**config.mk**
```make
export PLATFORM = sky130hd
export DESIGN_NAME = evt_stamp_det
export DESIGN_NICKNAME = d
export VERILOG_FILES = /design/src/rtl/evt_pkg.sv /design/src/rtl/evt_sampler.sv /design/src/rtl/evt_filter.sv /design/src/rtl/evt_capture.sv /design/src/rtl/evt_stamp_det.sv
export SDC_FILE = /design/constraint.sdc
export NUM_CORES = 1
export LEC_CHECK = 0
export ABC_AREA = 1
export BUFFER_PORTS_ARGS = -buffer_cell sky130_fd_sc_hd__buf_2
export CORE_ASPECT_RATIO = 0.75
export CORE_UTILIZATION = 33
export DETAILED_ROUTE_END_ITERATION = 6
export SLEW_MARGIN = 20
export SYNTH_ARGS = -nofsm -noshare
export SYNTH_HDL_FRONTEND = slang
export SYNTH_SLANG_ARGS = --single-unit
```
**constraint.sdc**
```tcl
create_clock -name clk -period 2.7 [get_ports clk]
set_input_delay 0.135 -clock clk [delete_from_list [all_inputs] [get_ports clk]]
set_output_delay 0.135 -clock clk [all_outputs]
set_load 0.1 [all_outputs]
```
**src/rtl/evt_pkg.sv**
```systemverilog
package evt_pkg;

  typedef enum logic [1:0] {
    RATE_EVERY = 2'b00,
    RATE_SLOW1 = 2'b01,
    RATE_SLOW2 = 2'b10,
    RATE_SLOW3 = 2'b11
  } rate_sel_e;

  typedef enum logic [1:0] {
    FILT_NONE  = 2'b00,
    FILT_SHORT = 2'b01,
    FILT_MID   = 2'b10,
    FILT_LONG  = 2'b11
  } filt_sel_e;

  // Pick one of three limits by a two-bit code; code 0 returns zero.
  function automatic int unsigned pick_limit(input logic [1:0] sel,
                                             input int unsigned l1,
                                             input int unsigned l2,
                                             input int unsigned l3);
    case (sel)
      2'b01:   return l1;
      2'b10:   return l2;
      2'b11:   return l3;
      default: return 0;
    endcase
  endfunction

endpackage

```
**src/rtl/evt_sampler.sv**
```systemverilog
module evt_sampler
  import evt_pkg::*;
#(
  parameter int unsigned PER1 = 16384,
  parameter int unsigned PER2 = 32768,
  parameter int unsigned PER3 = 131072
) (
  input  logic       clk,
  input  logic       rst_n,
  input  logic       tick_en,
  input  logic [1:0] rate,
  output logic       smp_stb
);
  localparam int unsigned CW = $clog2(PER3 + 1);

  logic [CW-1:0] cnt_q, cnt_d;
  logic [CW-1:0] last_val;
  logic          at_end;

  always_comb begin
    last_val = CW'(pick_limit(rate, PER1, PER2, PER3) - 1);
    at_end   = (rate == RATE_EVERY) || (cnt_q >= last_val);
    smp_stb  = tick_en && at_end;
    cnt_d    = cnt_q;
    if (tick_en) begin
      if (at_end) cnt_d = '0;
      else        cnt_d = cnt_q + 1'b1;
    end
  end

  always_ff @(posedge clk or negedge rst_n) begin
    if (!rst_n) cnt_q <= '0;
    else        cnt_q <= cnt_d;
  end

endmodule

```
**src/rtl/evt_filter.sv**
```systemverilog
module evt_filter
  import evt_pkg::*;
#(
  parameter int unsigned WIN1 = 128,
  parameter int unsigned WIN2 = 512,
  parameter int unsigned WIN3 = 1024,
  parameter int unsigned SYNC_STAGES = 2
) (
  input  logic       clk,
  input  logic       rst_n,
  input  logic       tick_en,
  input  logic       pin_n,
  input  logic [1:0] filt,
  output logic       lvl_low,
  output logic       stable
);
  localparam int unsigned FW = $clog2(WIN3 + 1);

  logic [SYNC_STAGES-1:0] sync_q;
  logic                   lvl_q;
  logic [FW-1:0]          cnt_q, cnt_d;
  logic [FW-1:0]          win;
  logic                   synced;

  assign synced = sync_q[SYNC_STAGES-1];

  generate
    if (SYNC_STAGES == 1) begin : g_sync1
      always_ff @(posedge clk or negedge rst_n) begin
        if (!rst_n) sync_q <= '1;
        else        sync_q <= pin_n;
      end
    end else begin : g_syncn
      always_ff @(posedge clk or negedge rst_n) begin
        if (!rst_n) sync_q <= '1;
        else        sync_q <= {sync_q[SYNC_STAGES-2:0], pin_n};
      end
    end
  endgenerate

  always_comb begin
    win   = FW'(pick_limit(filt, WIN1, WIN2, WIN3));
    cnt_d = cnt_q;
    if (synced != lvl_q)              cnt_d = '0;
    else if (tick_en && cnt_q < win)  cnt_d = cnt_q + 1'b1;
  end

  always_ff @(posedge clk or negedge rst_n) begin
    if (!rst_n) begin
      lvl_q <= 1'b1;
      cnt_q <= '0;
    end else begin
      lvl_q <= synced;
      cnt_q <= cnt_d;
    end
  end

  assign lvl_low = !lvl_q;
  assign stable  = (filt == FILT_NONE) || ((cnt_q >= win) && (synced == lvl_q));

endmodule

```
**src/rtl/evt_capture.sv**
```systemverilog
module evt_capture #(
  parameter int unsigned TIME_W = 32
) (
  input  logic              clk,
  input  logic              rst_n,
  input  logic              qual,
  input  logic              flag_clr,
  input  logic [TIME_W-1:0] time_in,
  input  logic              time_wr,
  input  logic              halt_wr,
  input  logic              halt_din,
  output logic              flag,
  output logic [TIME_W-1:0] stamp,
  output logic              halt_req,
  output logic              halt_arm
);
  logic              flag_d, halt_req_d, halt_arm_d, stamp_ld;
  logic [TIME_W-1:0] stamp_q;
  logic              flag_q, halt_req_q, halt_arm_q;

  always_comb begin
    stamp_ld = 1'b0;
    flag_d   = flag_q;
    if (flag_clr) begin
      flag_d = 1'b0;
    end else if (qual && !flag_q) begin
      flag_d   = 1'b1;
      stamp_ld = 1'b1;
    end

    halt_arm_d = halt_arm_q;
    if (time_wr)      halt_arm_d = 1'b0;
    else if (halt_wr) halt_arm_d = halt_din;

    halt_req_d = halt_req_q;
    if (time_wr)                 halt_req_d = 1'b0;
    else if (qual && halt_arm_q) halt_req_d = 1'b1;
  end

  always_ff @(posedge clk or negedge rst_n) begin
    if (!rst_n) begin
      flag_q     <= 1'b0;
      halt_req_q <= 1'b0;
      halt_arm_q <= 1'b0;
    end else begin
      flag_q     <= flag_d;
      halt_req_q <= halt_req_d;
      halt_arm_q <= halt_arm_d;
    end
  end

  always_ff @(posedge clk or negedge rst_n) begin
    if (!rst_n)        stamp_q <= '0;
    else if (stamp_ld) stamp_q <= time_in;
  end

  assign flag     = flag_q;
  assign stamp    = stamp_q;
  assign halt_req = halt_req_q;
  assign halt_arm = halt_arm_q;

endmodule

```
**src/rtl/evt_stamp_det.sv**
```systemverilog
module evt_stamp_det #(
  parameter int unsigned TIME_W = 32,
  parameter int unsigned WIN1   = 128,
  parameter int unsigned WIN2   = 512,
  parameter int unsigned WIN3   = 1024,
  parameter int unsigned PER1   = 16384,
  parameter int unsigned PER2   = 32768,
  parameter int unsigned PER3   = 131072
) (
  input  logic              clk,
  input  logic              rst_n,
  input  logic              tick_en,
  input  logic              evt_pin_n,
  input  logic [1:0]        cfg_rate,
  input  logic [1:0]        cfg_filt,
  input  logic              cfg_det_en,
  input  logic              cfg_halt_wr,
  input  logic              cfg_halt_din,
  input  logic              cfg_bat_dis,
  input  logic              batt_mode,
  input  logic [TIME_W-1:0] time_in,
  input  logic              time_wr,
  input  logic              flag_clr,
  output logic              evt_flag,
  output logic [TIME_W-1:0] evt_stamp,
  output logic              halt_req,
  output logic              halt_arm,
  output logic              evt_out
);
  logic [1:0] rst_sync_q;
  logic       rst_int_n;
  logic       smp_stb, lvl_low, stable, qual;

  // Asynchronous assertion, synchronous release.
  always_ff @(posedge clk or negedge rst_n) begin
    if (!rst_n) rst_sync_q <= 2'b00;
    else        rst_sync_q <= {rst_sync_q[0], 1'b1};
  end
  assign rst_int_n = rst_sync_q[1];

  evt_sampler #(.PER1(PER1), .PER2(PER2), .PER3(PER3)) i_sampler (
    .clk     (clk),
    .rst_n   (rst_int_n),
    .tick_en (tick_en),
    .rate    (cfg_rate),
    .smp_stb (smp_stb)
  );

  evt_filter #(.WIN1(WIN1), .WIN2(WIN2), .WIN3(WIN3), .SYNC_STAGES(2)) i_filter (
    .clk     (clk),
    .rst_n   (rst_int_n),
    .tick_en (tick_en),
    .pin_n   (evt_pin_n),
    .filt    (cfg_filt),
    .lvl_low (lvl_low),
    .stable  (stable)
  );

  assign qual = smp_stb && cfg_det_en && lvl_low && stable;

  evt_capture #(.TIME_W(TIME_W)) i_capture (
    .clk      (clk),
    .rst_n    (rst_int_n),
    .qual     (qual),
    .flag_clr (flag_clr),
    .time_in  (time_in),
    .time_wr  (time_wr),
    .halt_wr  (cfg_halt_wr),
    .halt_din (cfg_halt_din),
    .flag     (evt_flag),
    .stamp    (evt_stamp),
    .halt_req (halt_req),
    .halt_arm (halt_arm)
  );

  assign evt_out = evt_flag && !(batt_mode && cfg_bat_dis);

endmodule

```
# Word-level counts from Yosys, hierarchy flattened
# Index checks and enable logic that the tools add are counted.
[totals]
register_bits = 69
inputBits = 47
out_inout_bits = 36
[op_classes]
addsub = 3
order_cmp = 3
n_eq_ne = 8
n_mux = 13
n_reduce_logical = 21
[ops]
columns = ["op", "n"]
rows = [
  ["$pmux W18 S3", 1],
  ["$pmux W11 S3", 1],
  ["$mux W11", 2],
  ["$add A18 B1 Y18 const B", 1],
  ["$ge A18 B18 Y1", 1],
  ["$mux W18", 1],
  ["$sub A18 B1 Y18 const B", 1],
  ["$add A11 B1 Y11 const B", 1],
  ["$ge A11 B11 Y1", 1],
  ["$lt A11 B11 Y1", 1],
  ["$logic_and A1 B1 Y1", 10],
  ["$eq A2 B2 Y1 const B", 4],
  ["$mux W1", 8],
  ["$reduce_bool A2 Y1", 4],
  ["$eq A2 B1 Y1 const B", 2],
  ["$logic_not A2 Y1", 2],
  ["$logic_not A1 Y1", 3],
  ["$logic_or A1 B1 Y1", 2],
  ["$eq A1 B1 Y1", 1],
  ["$ne A1 B1 Y1", 1],
]

# Logic depth before layout (Yosys ltp)
# Gate-level depths: netlist (run 1).
[depth]
word_depth = 12
ltp_mapped = 16

# Cells and area by module
# From an unflattened synthesis (run 1), not the netlist that was laid out.
[unflattened]
cells_unflattened = 434
area_unflattened_um2 = 3682.3
[modules_own_cells]
columns = ["mod", "instances", "cells_per_inst", "area_each_um2", "seq_area_each_um2"]
rows = [
  ["evt_capture", 1, 155, 1467.7, 875.8],
  ["evt_sampler", 1, 156, 1201.2, 450.4],
  ["evt_filter", 1, 115, 935.9, 354.1],
  ["evt_stamp_det", 1, 8, 77.6, 50.0],
]

# Worst setup path before layout (run 1)
# Ideal clock, no wire load.
[synth_path]
path_type = "register to output"
from = "register i_capture.flag_q (netlist: i_capture.flag)"
to = "output evt_out"
arrival_ns = 3.213
required_time_ns = 2.565
setup_slack_ns = -0.648
path_stages_with_launch = 2
cell_sequence = "dfrtp_1 > a21boi_0"
[synth_between]
elab_chain_len = 1
[synth_rtl]
columns = ["element", "line", "source"]
rows = [
  ["start, declared", "evt_capture.sv:19", "logic flag_q, halt_req_q, halt_arm_q;"],
  ["start signal, assigned", "evt_capture.sv:46", "flag_q <= flag_d;"],
  ["$logic_and A1 B1 Y1", "evt_stamp_det.sv:76", "assign evt_out = evt_flag && !(batt_mode && cfg_bat_dis);"],
  ["end, declared", "evt_stamp_det.sv:28", "output logic evt_out"],
]
# Every way passes these cells.

# Worst setup path after layout (run 1)
[layout_path]
from = "register i_filter.cnt_q[10]"
to = "register i_capture.stamp_q[2] (netlist: i_capture.stamp[2])"
[layout_between]
elab_chain_len = 7
[layout_rtl]
columns = ["element", "line", "source"]
rows = [
  ["start, declared", "evt_filter.sv:21", "logic [FW-1:0] cnt_q, cnt_d;"],
  ["start signal, assigned", "evt_filter.sv:54", "cnt_q <= cnt_d;"],
  ["$ge A11 B11 Y1", "evt_filter.sv:59", "assign stable = (filt == FILT_NONE) || ((cnt_q >= win) && (synced == lvl_q));"],
  ["$logic_and A1 B1 Y1", "evt_filter.sv:59", ""],
  ["$logic_or A1 B1 Y1", "evt_filter.sv:59", ""],
  ["$logic_and A1 B1 Y1", "evt_stamp_det.sv:59", "assign qual = smp_stb && cfg_det_en && lvl_low && stable;"],
  ["$logic_and A1 B1 Y1", "evt_capture.sv:26", "end else if (qual && !flag_q) begin"],
  ["$mux W1", "evt_capture.sv:26", ""],
  ["$mux W1", "evt_capture.sv:24", "if (flag_clr) begin"],
  ["end signal, assigned", "evt_capture.sv:54", "else if (stamp_ld) stamp_q <= time_in;"],
  ["end, declared", "evt_capture.sv:18", "logic [TIME_W-1:0] stamp_q;"],
]
# Every way passes these cells.
# A chain may end at the register's enable or synchronous reset.

==> flow_summary.yaml, run 1 <==
run_status:
  status: "finished, final reports clean"
worst_setup_path:
  rr_worst_depth: 12
  r2r_end: "i_capture.stamp[2]"
  worst-path-stages: 12
  critPathBufInv: 1
  cp_data_arrival_time_ps: 2340
  end_kind: "flop"
  reg2reg_from: "i_filter.cnt_q[10]"
  crit_top_cell: "nand2_1"
  crit_family: "simple AND/OR/NAND/NOR gates"
  path_max_fanout: 33
  worst-r2r-setup-slack_ps: 640
  start_kind: "flop"
  path_cells: "ha_1 -> nand2_1 -> a21oi_1 -> nor2_1 -> nand2_1 -> nand2_1 -> nand2_1 -> nand2_1 -> nor2_8 -> buf_4 -> nand3_1 -> nand2_1"
  startpoint: "i_filter.cnt_q[10]"
  required_ps: 2970
  slowest_stage: "dfrtp_1"
  criticalPathCategory: "reg2reg"
  slowest_delay_ps: 400
drt:
  first_pass_iters: 4
  drc: 0
  routed_wirelength_um: 7680
  vias: 2920
  wl_per_cell_um: 12.1
  viasPerCell: 4.60
  final_antenna_net_count: 0
  dr.first_iter.drc_count: 124
clocking:
  cts_buffer_depth: 2
  cts_made_buffers: 9
  cts_tree: "yes"
  clock_sinks: 69
  clkSlewWorstSetupHoldPaths_ps: 60
  cts.repair.resized: 0
  root_buffer: "clkbuf_16"
  htree_levels: 3
  clkLatencyLatePin_ps: 330
floorplanning:
  fp.dieH_um: 89.9
  die_w_um: 119
  start_util_pct: 34.6
  coreArea_um2: 9810
  rows: 31
  pin_count: 83
  die-area_um2: 10700
grt:
  grt_pass1_wl_um: 13300
  antenna_found_initial: 0
  gr-total-overflow: 0
  grt_usage_pct: 15.6
  grt_start_max_net_pins: 68
  grt_pass1_vias: 2828
sta:
  rsz0062_at_grt: "false"
  maxSlewViolCount: 0
  report.final.hold_viol_count: 0
  slew_headroom_pct: 45.0
  setup_tns_ps: 0
  setup_violations: 0
  timing.final.ws_setup_ps: 636
  min_period_over_period_pct: 76.5
  period_minus_slack_ps: 2060
  tightest_slew_ps: 825
  clock_skew_ps: 8.25
  max_freq_mhz: 484
  holdWs_ps: 32.0
synth:
  avgSynthCellArea_um2: 8.34
  synth-seq-cells: 69
  ys_seq_area_share_pct: 51.0
  synthArstFlopShare_pct: 100
  synthFlopType: "dfrtp_1"
  synth-edff-count: 0
  synth_fp_nets: 467
  syn_inst: 407
  synth_cell_types: 33
  syn_area_um2: 3400
  ys_warn_count: 0
pwr:
  powerDensity_nw_per_um2: 778
  ir_drop_v: 0.000368
  p_total_mw: 3.31
  leakage_nw: 2.29
hold_path:
  hp-class: "in2reg"
  min_to: "i_capture.stamp[28]"
  hp-start: "time_in[28]"
  hold_depth: 3
finish:
  final_util_pct: 43.3
  n_antenna_cell: 0
  synthToLayoutAreaGrowth_pct: 25.2
  n_fill_cell: 986
  fin_nets: 558
  final_common_cell: "nand2_1"
  drive_above_1_share_pct: 23.1
  final_cell_mix: "nand2_1 (121), buf_2 (82), dfrtp_1 (65)"
placement:
  hpwl_um: 5480
  place_congestion: 0.806
  io_buffer_count: 82
  post-place-ws_ps: 474
flow_run:
  max_cap_violations: 0
[through the flow]
| step | std cells | cell area (um2) |
|---|---|---|
| final | 635 | 4250 |
| after global placement | 614 | 3930 |
| after global routing | 635 | 4250 |
| after floorplan | 407 | 3400 |
| after CTS | 635 | 4250 |
| after detailed placement | 614 | 3930 |
[area by class of cell]
class                      instances  area [um2]  area share (%)
clock inverter                     4        23.8           0.559
tap                              132         165            3.88
multi-input combinational        290        1450            34.2
sequential                        69        1730            40.7
clock buffer                      12         246            5.80
inverter                          36         135            3.18
timing repair buffer              92         498            11.7
[cell families (layout without fill, tap and decap cells)]
kind of cell / Yosys count / in the layout / synth area share, %
adders and majority gates: 13 / 13 / 4.79
DFF: 69 / 69 / 51.0
xor gates and xnor gates: 10 / 10 / 2.58
and+or+nand+nor: 235 / 235 / 30.1
buffers and inverters: 48 / 144 / 6.34
other: 1 / 1 / 0.110
AOI/OAI and AO/OA: 31 / 31 / 5.16
[how the worst max path moves through the flow]
stage	end	slack, ps
after floorplan	evt_out	70
after global placement	i_capture.stamp[21]	550
after detailed placement	i_capture.stamp[2]	470
after CTS	i_capture.stamp[25]	630
after global routing	i_capture.stamp[28]	400
final	i_capture.stamp[2]	640
[flip-flops by register name, indices dropped and copies added, names as in the netlist]
name                cells
i_capture.flag          1
i_capture.halt_arm      1
i_capture.halt_req      1
i_capture.stamp        32
i_filter.cnt_q         11
i_filter.lvl_q          1
i_filter.sync_q         2
i_sampler.cnt_q        18
rst_sync_q              2
[metal layers]
layer | vias up | GRT usage, % | share of wire, %
li1 | 1485 | - | -
met1 | 1346 | 20.8 | 49
met2 | 81 | 23.7 | 45
met3 | 8 | 5.14 | 5.6
met4 | 0 | 5.06 | 1.0
met5 | - | 0 | 0
[report_power, final]
part / internal (mW) / switching [mW]
clock network: 0.643 / 0.420
logic: 0.169 / 0.837
registers: 1.16 / 0.0847
total: 1.97 / 1.34
[what timing repair did]
item                       CTS  global route
hold buffers                 5             0
hold endpoints to repair     6             0
setup buffers                0             0
setup endpoints to repair    0             0
[worst register-to-register path, cell delays in order (launching register included)]
cell and delay [ps]:
dfrtp_1 400, ha_1 310, nand2_1 70, a21oi_1 110, nor2_1 70, nand2_1 70
nand2_1 60, nand2_1 60, nand2_1 130, nor2_8 150, buf_4 320, nand3_1 160
nand2_1 90
[synthesized netlist by cell type, types with 2 or more instances]
master	instances	area share, %
a21oi_1	14	2.1
buf_4	3	0.66
buf_6	3	0.99
clkbuf_1	5	0.55
dfrtp_1	66	49
dfstp_2	3	2.3
ha_1	13	4.8
inv_1	33	3.6
inv_2	3	0.33
nand2_1	121	13
nand2_4	2	0.66
nand3_1	46	6.8
nand4_1	6	1.1
nor2_1	40	4.4
nor3_1	13	1.9
o21a_1	2	0.44
o21ai_0	9	1.3
or2_2	2	0.37
xnor2_1	3	0.77
xor2_1	7	1.8
(Power assumes the default switching activity.)
==> run 2, diff against run 1 <==
Clock period 2.7 ns to 1.84 ns, I/O delays scaled along.
==> run 2 against run 1 <==
The flow now finishes with violations (hold timing, setup timing). Critical path depth rose by 1. Die area stayed put. Wire length grew 27%. Utilization grew 10 points. Register-to-register slack got worse by 760 ps. Final area grew 23%. Sequential power grew 48%. Cell count rose by 10%. Global-route usage increased by 2.6 points. Combinational power increased by 66%. Sequential cell count stayed put. Largest cell class is now multi-input gates. Largest power group is now the clock network.
==> flow_summary.yaml, run 2 (same netlist as run 1, synthesis figures left out) <==
floorplanning:
  pin_count: 83
  die_w_um: 119
  start_util_pct: 34.6
  rows: 31
  fp.dieH_um: 89.9
  coreArea_um2: 9810
  die-area_um2: 10700
grt:
  antenna_found_initial: 0
  grt_pass1_vias: 3187
  grt_usage_pct: 18.1
  grt_start_max_net_pins: 36
  grt_pass1_wl_um: 15400
  gr-total-overflow: 0
worst_setup_path:
  criticalPathCategory: "reg2reg"
  r2r_end: "i_capture.stamp[17]"
  critPathBufInv: 1
  reg2reg_from: "i_filter.cnt_q[10]"
  required_ps: 2050
  slowest_delay_ps: 410
  end_kind: "flop"
  path_cells: "ha_4 -> nand2_2 -> a21oi_2 -> nor2_2 -> nand2_1 -> nand2_2 -> nand2_2 -> nand2_4 -> nor2_8 -> buf_12 -> nand2_8 -> nand2_1 -> nand2_1"
  crit_family: "simple AND/OR/NAND/NOR gates"
  path_max_fanout: 8
  cp_data_arrival_time_ps: 2180
  startpoint: "i_filter.cnt_q[10]"
  start_kind: "flop"
  worst-r2r-setup-slack_ps: -130
  slowest_stage: "dfrtp_1"
  rr_worst_depth: 13
placement:
  io_buffer_count: 82
  post-place-ws_ps: -229
  hpwl_um: 5970
  dp_cells: 642
  place_area_um2: 4160
  place_congestion: 0.874
clocking:
  htree_levels: 3
  cts_tree: "yes"
  root_buffer: "clkbuf_16"
  cts_made_buffers: 9
  clkSlewWorstSetupHoldPaths_ps: 60
  clock_sinks: 69
  clkLatencyLatePin_ps: 330
  cts_buffer_depth: 2
sta:
  timing.final.ws_setup_ps: -129
  maxSlewViolCount: 0
  rsz0062_at_grt: "true"
  period_minus_slack_ps: 1970
  setup_tns_ps: -3130
  report.final.hold_viol_count: 1
  holdWs_ps: -2.07
  min_period_over_period_pct: 107
  clock_skew_ps: 10.7
  max_freq_mhz: 508
  tightest_slew_ps: 861
  setup_violations: 33
  slew_headroom_pct: 42.5
drt:
  final_antenna_net_count: 0
  first_pass_iters: 5
  drc: 0
  dr.first_iter.drc_count: 199
  vias: 3345
  viasPerCell: 4.77
  wl_per_cell_um: 13.9
  routed_wirelength_um: 9770
finish:
  drive_above_1_share_pct: 38.3
  layout.cells.non_filler: 701
  final_common_cell: "nand2_1"
  final_util_pct: 53.4
  final_cell_mix: "nand2_1 (84), buf_2 (82), dfrtp_1 (65)"
  n_antenna_cell: 0
  fin_nets: 624
  n_fill_cell: 868
  largest_register_ffs: 32
  synthToLayoutAreaGrowth_pct: 54.2
  design_area_um2: 5240
pwr:
  ir_drop_v: 0.000884
  leakage_nw: 2.66
  p_total_mw: 5.41
  powerDensity_nw_per_um2: 1030
hold_path:
  hp-class: "in2reg"
  hp-start: "time_in[19]"
  hold_depth: 3
  min_to: "i_capture.stamp[19]"
run_status:
  violations: "hold timing, setup timing"
  status: "finished, violations left"
flow_run:
  max_cap_violations: 0
-- run 2: changes by cell type in the layout (fill, tap and decap cells not counted), moves of 5 or more --
cell / previous run / this run
nand2_4: 2 / 9
buf_4: 5 / 37
nand2_1: 121 / 84
dlygate4sd3_1: 5 / 28
nor2_1: 39 / 34
nand2_2: 0 / 30
-- run 2: how the worst max path moves through the flow --
| stage | cells after the start | slack (ps) | to |
|---|---|---|---|
| detailed placement | 15 | -230 | i_capture.stamp[2] |
| global route | 13 | -240 | i_capture.stamp[15] |
| finish | 13 | -130 | i_capture.stamp[17] |
| floorplan | 1 | -180 | evt_out |
| CTS | 14 | -100 | i_capture.stamp[13] |
| global placement | 15 | -170 | i_capture.stamp[9] |
-- run 2: where the power goes --
| group | switching (mW) | total (mW) | internal [mW] | leakage, nW |
|---|---|---|---|---|
| clock network | 0.680 | 1.88 | 1.20 | 0.154 |
| registers | 0.148 | 1.84 | 1.69 | 0.920 |
| logic | 1.31 | 1.68 | 0.375 | 1.59 |
-- run 2: area by class of cell --
cell class                      count  area [um2]  area share [%]
Timing Repair Buffer              155        1120            21.5
Multi-Input combinational cell    293        1750            33.4
Clock buffer                       10         229            4.37
Sequential cell                    69        1730            33.1
Inverter                           36         143            2.72
Clock inverter                      6        93.8            1.79
Tap cell                          132         165            3.15
-- run 2: worst min-delay path, delay by kind of cell --
family | cells | cell delay, ps
buffers and inverters | 1 | 80
AND/OR/NAND/NOR | 2 | 120
-- run 2: timing repair --
action                                 in CTS  in global routing
endpoints found under the hold margin      29                  0
cloned                                      3                  3
setup endpoints to repair                  36                 50
hold buffers                               28                  0
buffers inserted                            7                  3
pin swaps                                  10                 13
gates resized for setup                    15                 60
-- run 2: routing by layer --
layer  track usage [%]  vias up  routed length, um
li1                  -     1631                  -
met1              24.8     1587               4600
met2              28.3      110               4480
met3              4.25       17                541
met4              5.49        0                150
met5                 0        -                  0
==> run 3, diff against run 2 <==
Settings changed: RECOVER_POWER set to 25.
==> run 3 against run 2 <==
The run still ends with hold timing, setup timing left. Critical path depth is the same. Sequential share of layout area is essentially flat. First-iteration DRC count fell by 2.5%. Via count fell by 0.24%. Critical endpoint unchanged. Fmax rose by 0.24%. Non-clock buffer count stayed put. Critical path type unchanged. Total power about the same.
==> flow_summary.yaml, run 3 (same netlist as run 1, synthesis figures left out) <==
sta:
  rsz0062_at_grt: "true"
  timing.final.ws_setup_ps: -124
  max_freq_mhz: 509
  min_period_over_period_pct: 107
  holdWs_ps: -2.80
  clock_skew_ps: 10.2
  tightest_slew_ps: 858
  setup_tns_ps: -3120
  period_minus_slack_ps: 1960
  maxSlewViolCount: 0
  setup_violations: 33
  report.final.hold_viol_count: 1
  slew_headroom_pct: 42.7
grt:
  use_met3_pct: 4.25
  grt_start_max_net_pins: 36
  grt-busiest-layer: "met2"
  grt_usage_pct: 18.1
  grt_use_met1_pct: 24.8
  grt_pass1_vias: 3187
  antenna_found_initial: 0
  grt_pass1_wl_um: 15400
  use_met2_pct: 28.3
  gr-total-overflow: 0
flow_run:
  max_cap_violations: 0
clocking:
  root_buffer: "clkbuf_16"
  cts_made_buffers: 9
  clkSlewWorstSetupHoldPaths_ps: 60
  clock_sinks: 69
  cts_buffer_depth: 2
  htree_levels: 3
  clkLatencyLatePin_ps: 330
  cts_tree: "yes"
floorplanning:
  fp.dieH_um: 89.9
  start_util_pct: 34.6
  die_w_um: 119
  die-area_um2: 10700
  coreArea_um2: 9810
  pin_count: 83
  rows: 31
placement:
  hpwl_um: 5970
  io_buffer_count: 82
  place_congestion: 0.874
pwr:
  internal_power_mw: 3.27
  sequentialPowerShare_pct: 34.1
  combPwrFrac_pct: 31.1
  clockPowerShare_pct: 34.8
  leakage_nw: 2.66
  powerDensity_nw_per_um2: 1030
  p_switching_mw: 2.14
  ir_drop_v: 0.000883
  swShare_pct: 39.5
drt:
  drc: 0
  first_pass_iters: 5
  vias: 3337
  dr.first_iter.drc_count: 194
  routed_wirelength_um: 9700
  viasPerCell: 4.76
  final_antenna_net_count: 0
  wl_per_cell_um: 13.8
worst_setup_path:
  criticalPathCategory: "reg2reg"
  end_kind: "flop"
  startpoint: "i_filter.cnt_q[10]"
  required_ps: 2050
  reg2reg_from: "i_filter.cnt_q[10]"
  start_kind: "flop"
  cp_data_arrival_time_ps: 2180
  path_max_fanout: 8
hold_path:
  hp-class: "in2reg"
  hp-start: "time_in[19]"
finish:
  synthToLayoutAreaGrowth_pct: 54.1
  largest_register_ffs: 32
  final_util_pct: 53.3
  final_cell_mix: "nand2_1 (84), buf_2 (81), dfrtp_1 (65)"
  drive_above_1_share_pct: 38.0
  n_fill_cell: 869
  fin_nets: 624
  n_antenna_cell: 0
  final_common_cell: "nand2_1"
run_status:
  status: "finished, violations left"
  violations: "hold timing, setup timing"
==> run 3: metrics by stage <==
stage / instance area (um2) / std cells / worst slack [ps] / power [mW]
6_report: 5230 / 701 / -124 / 5.41
5_1_grt: 5230 / 701 / -243 / 5.60
4_1_cts: 4970 / 696 / -101 / 5.33
3_5_place_dp: 4160 / 642 / -229 / 3.37
3_3_place_gp: 4160 / 642 / -173 / 3.36
2_1_floorplan: 3400 / 407 / -180 / 3.02
==> run 3: cell type report <==
class / count / area, um2 / share of cell area (%)
multi-input combinational: 293 / 1750 / 33.5
sequential: 69 / 1730 / 33.1
timing repair buffer: 155 / 1120 / 21.4
clock buffer: 10 / 229 / 4.37
tap: 132 / 165 / 3.16
inverter: 36 / 143 / 2.73
clock inverter: 6 / 93.8 / 1.79
==> run 3: worst max-delay path: stages, from the launching register on <==
cell     delay (ps)
dfrtp_1         410
ha_4            280
nand2_2          60
a21oi_2         120
nor2_2           60
nand2_1          70
nand2_2          60
nand2_2         100
nand2_4          60
nor2_8          150
buf_12          170
nand2_8         110
nand2_1         120
nand2_1          50
==> run 3: final timing paths <==
check,end,slack [ps],cells past startpoint
max,i_capture.stamp[17],-120,13
max in group asynchronous,i_capture.stamp[17],900,1
max reg2reg,i_capture.stamp[17],-120,13
min,i_capture.stamp[19],-3,3
min reg2reg,i_capture.flag,330,1
min in group asynchronous,rst_sync_q[0],70,2
==> run 3: repair_timing <==
action / 4_1_cts / 5_1_grt
setup buffers: 7 / 3
pin swaps: 10 / 13
hold endpoints to repair: 29 / 0
gates resized for setup: 15 / 60
cloned: 3 / 3
hold buffers: 28 / 0
endpoints found under the setup margin: 36 / 50
==> run 3: routing by layer <==
metal,part of all wire [%],routed length [um]
met1,46,4430
met2,46,4470
met3,6.8,657
met4,1.4,138
met5,0,0
==> run 3: power groups by stage <==
| stage | clock, mW | combinational (mW) | sequential (mW) |
|---|---|---|---|
| after global routing | 1.97 | 1.77 | 1.86 |
| after floorplan | 0 | 0.253 | 2.77 |
| after CTS | 1.91 | 1.61 | 1.82 |
| final | 1.88 | 1.68 | 1.84 |
| after global placement | 0 | 1.52 | 1.84 |
| after detailed placement | 0 | 1.54 | 1.84 |
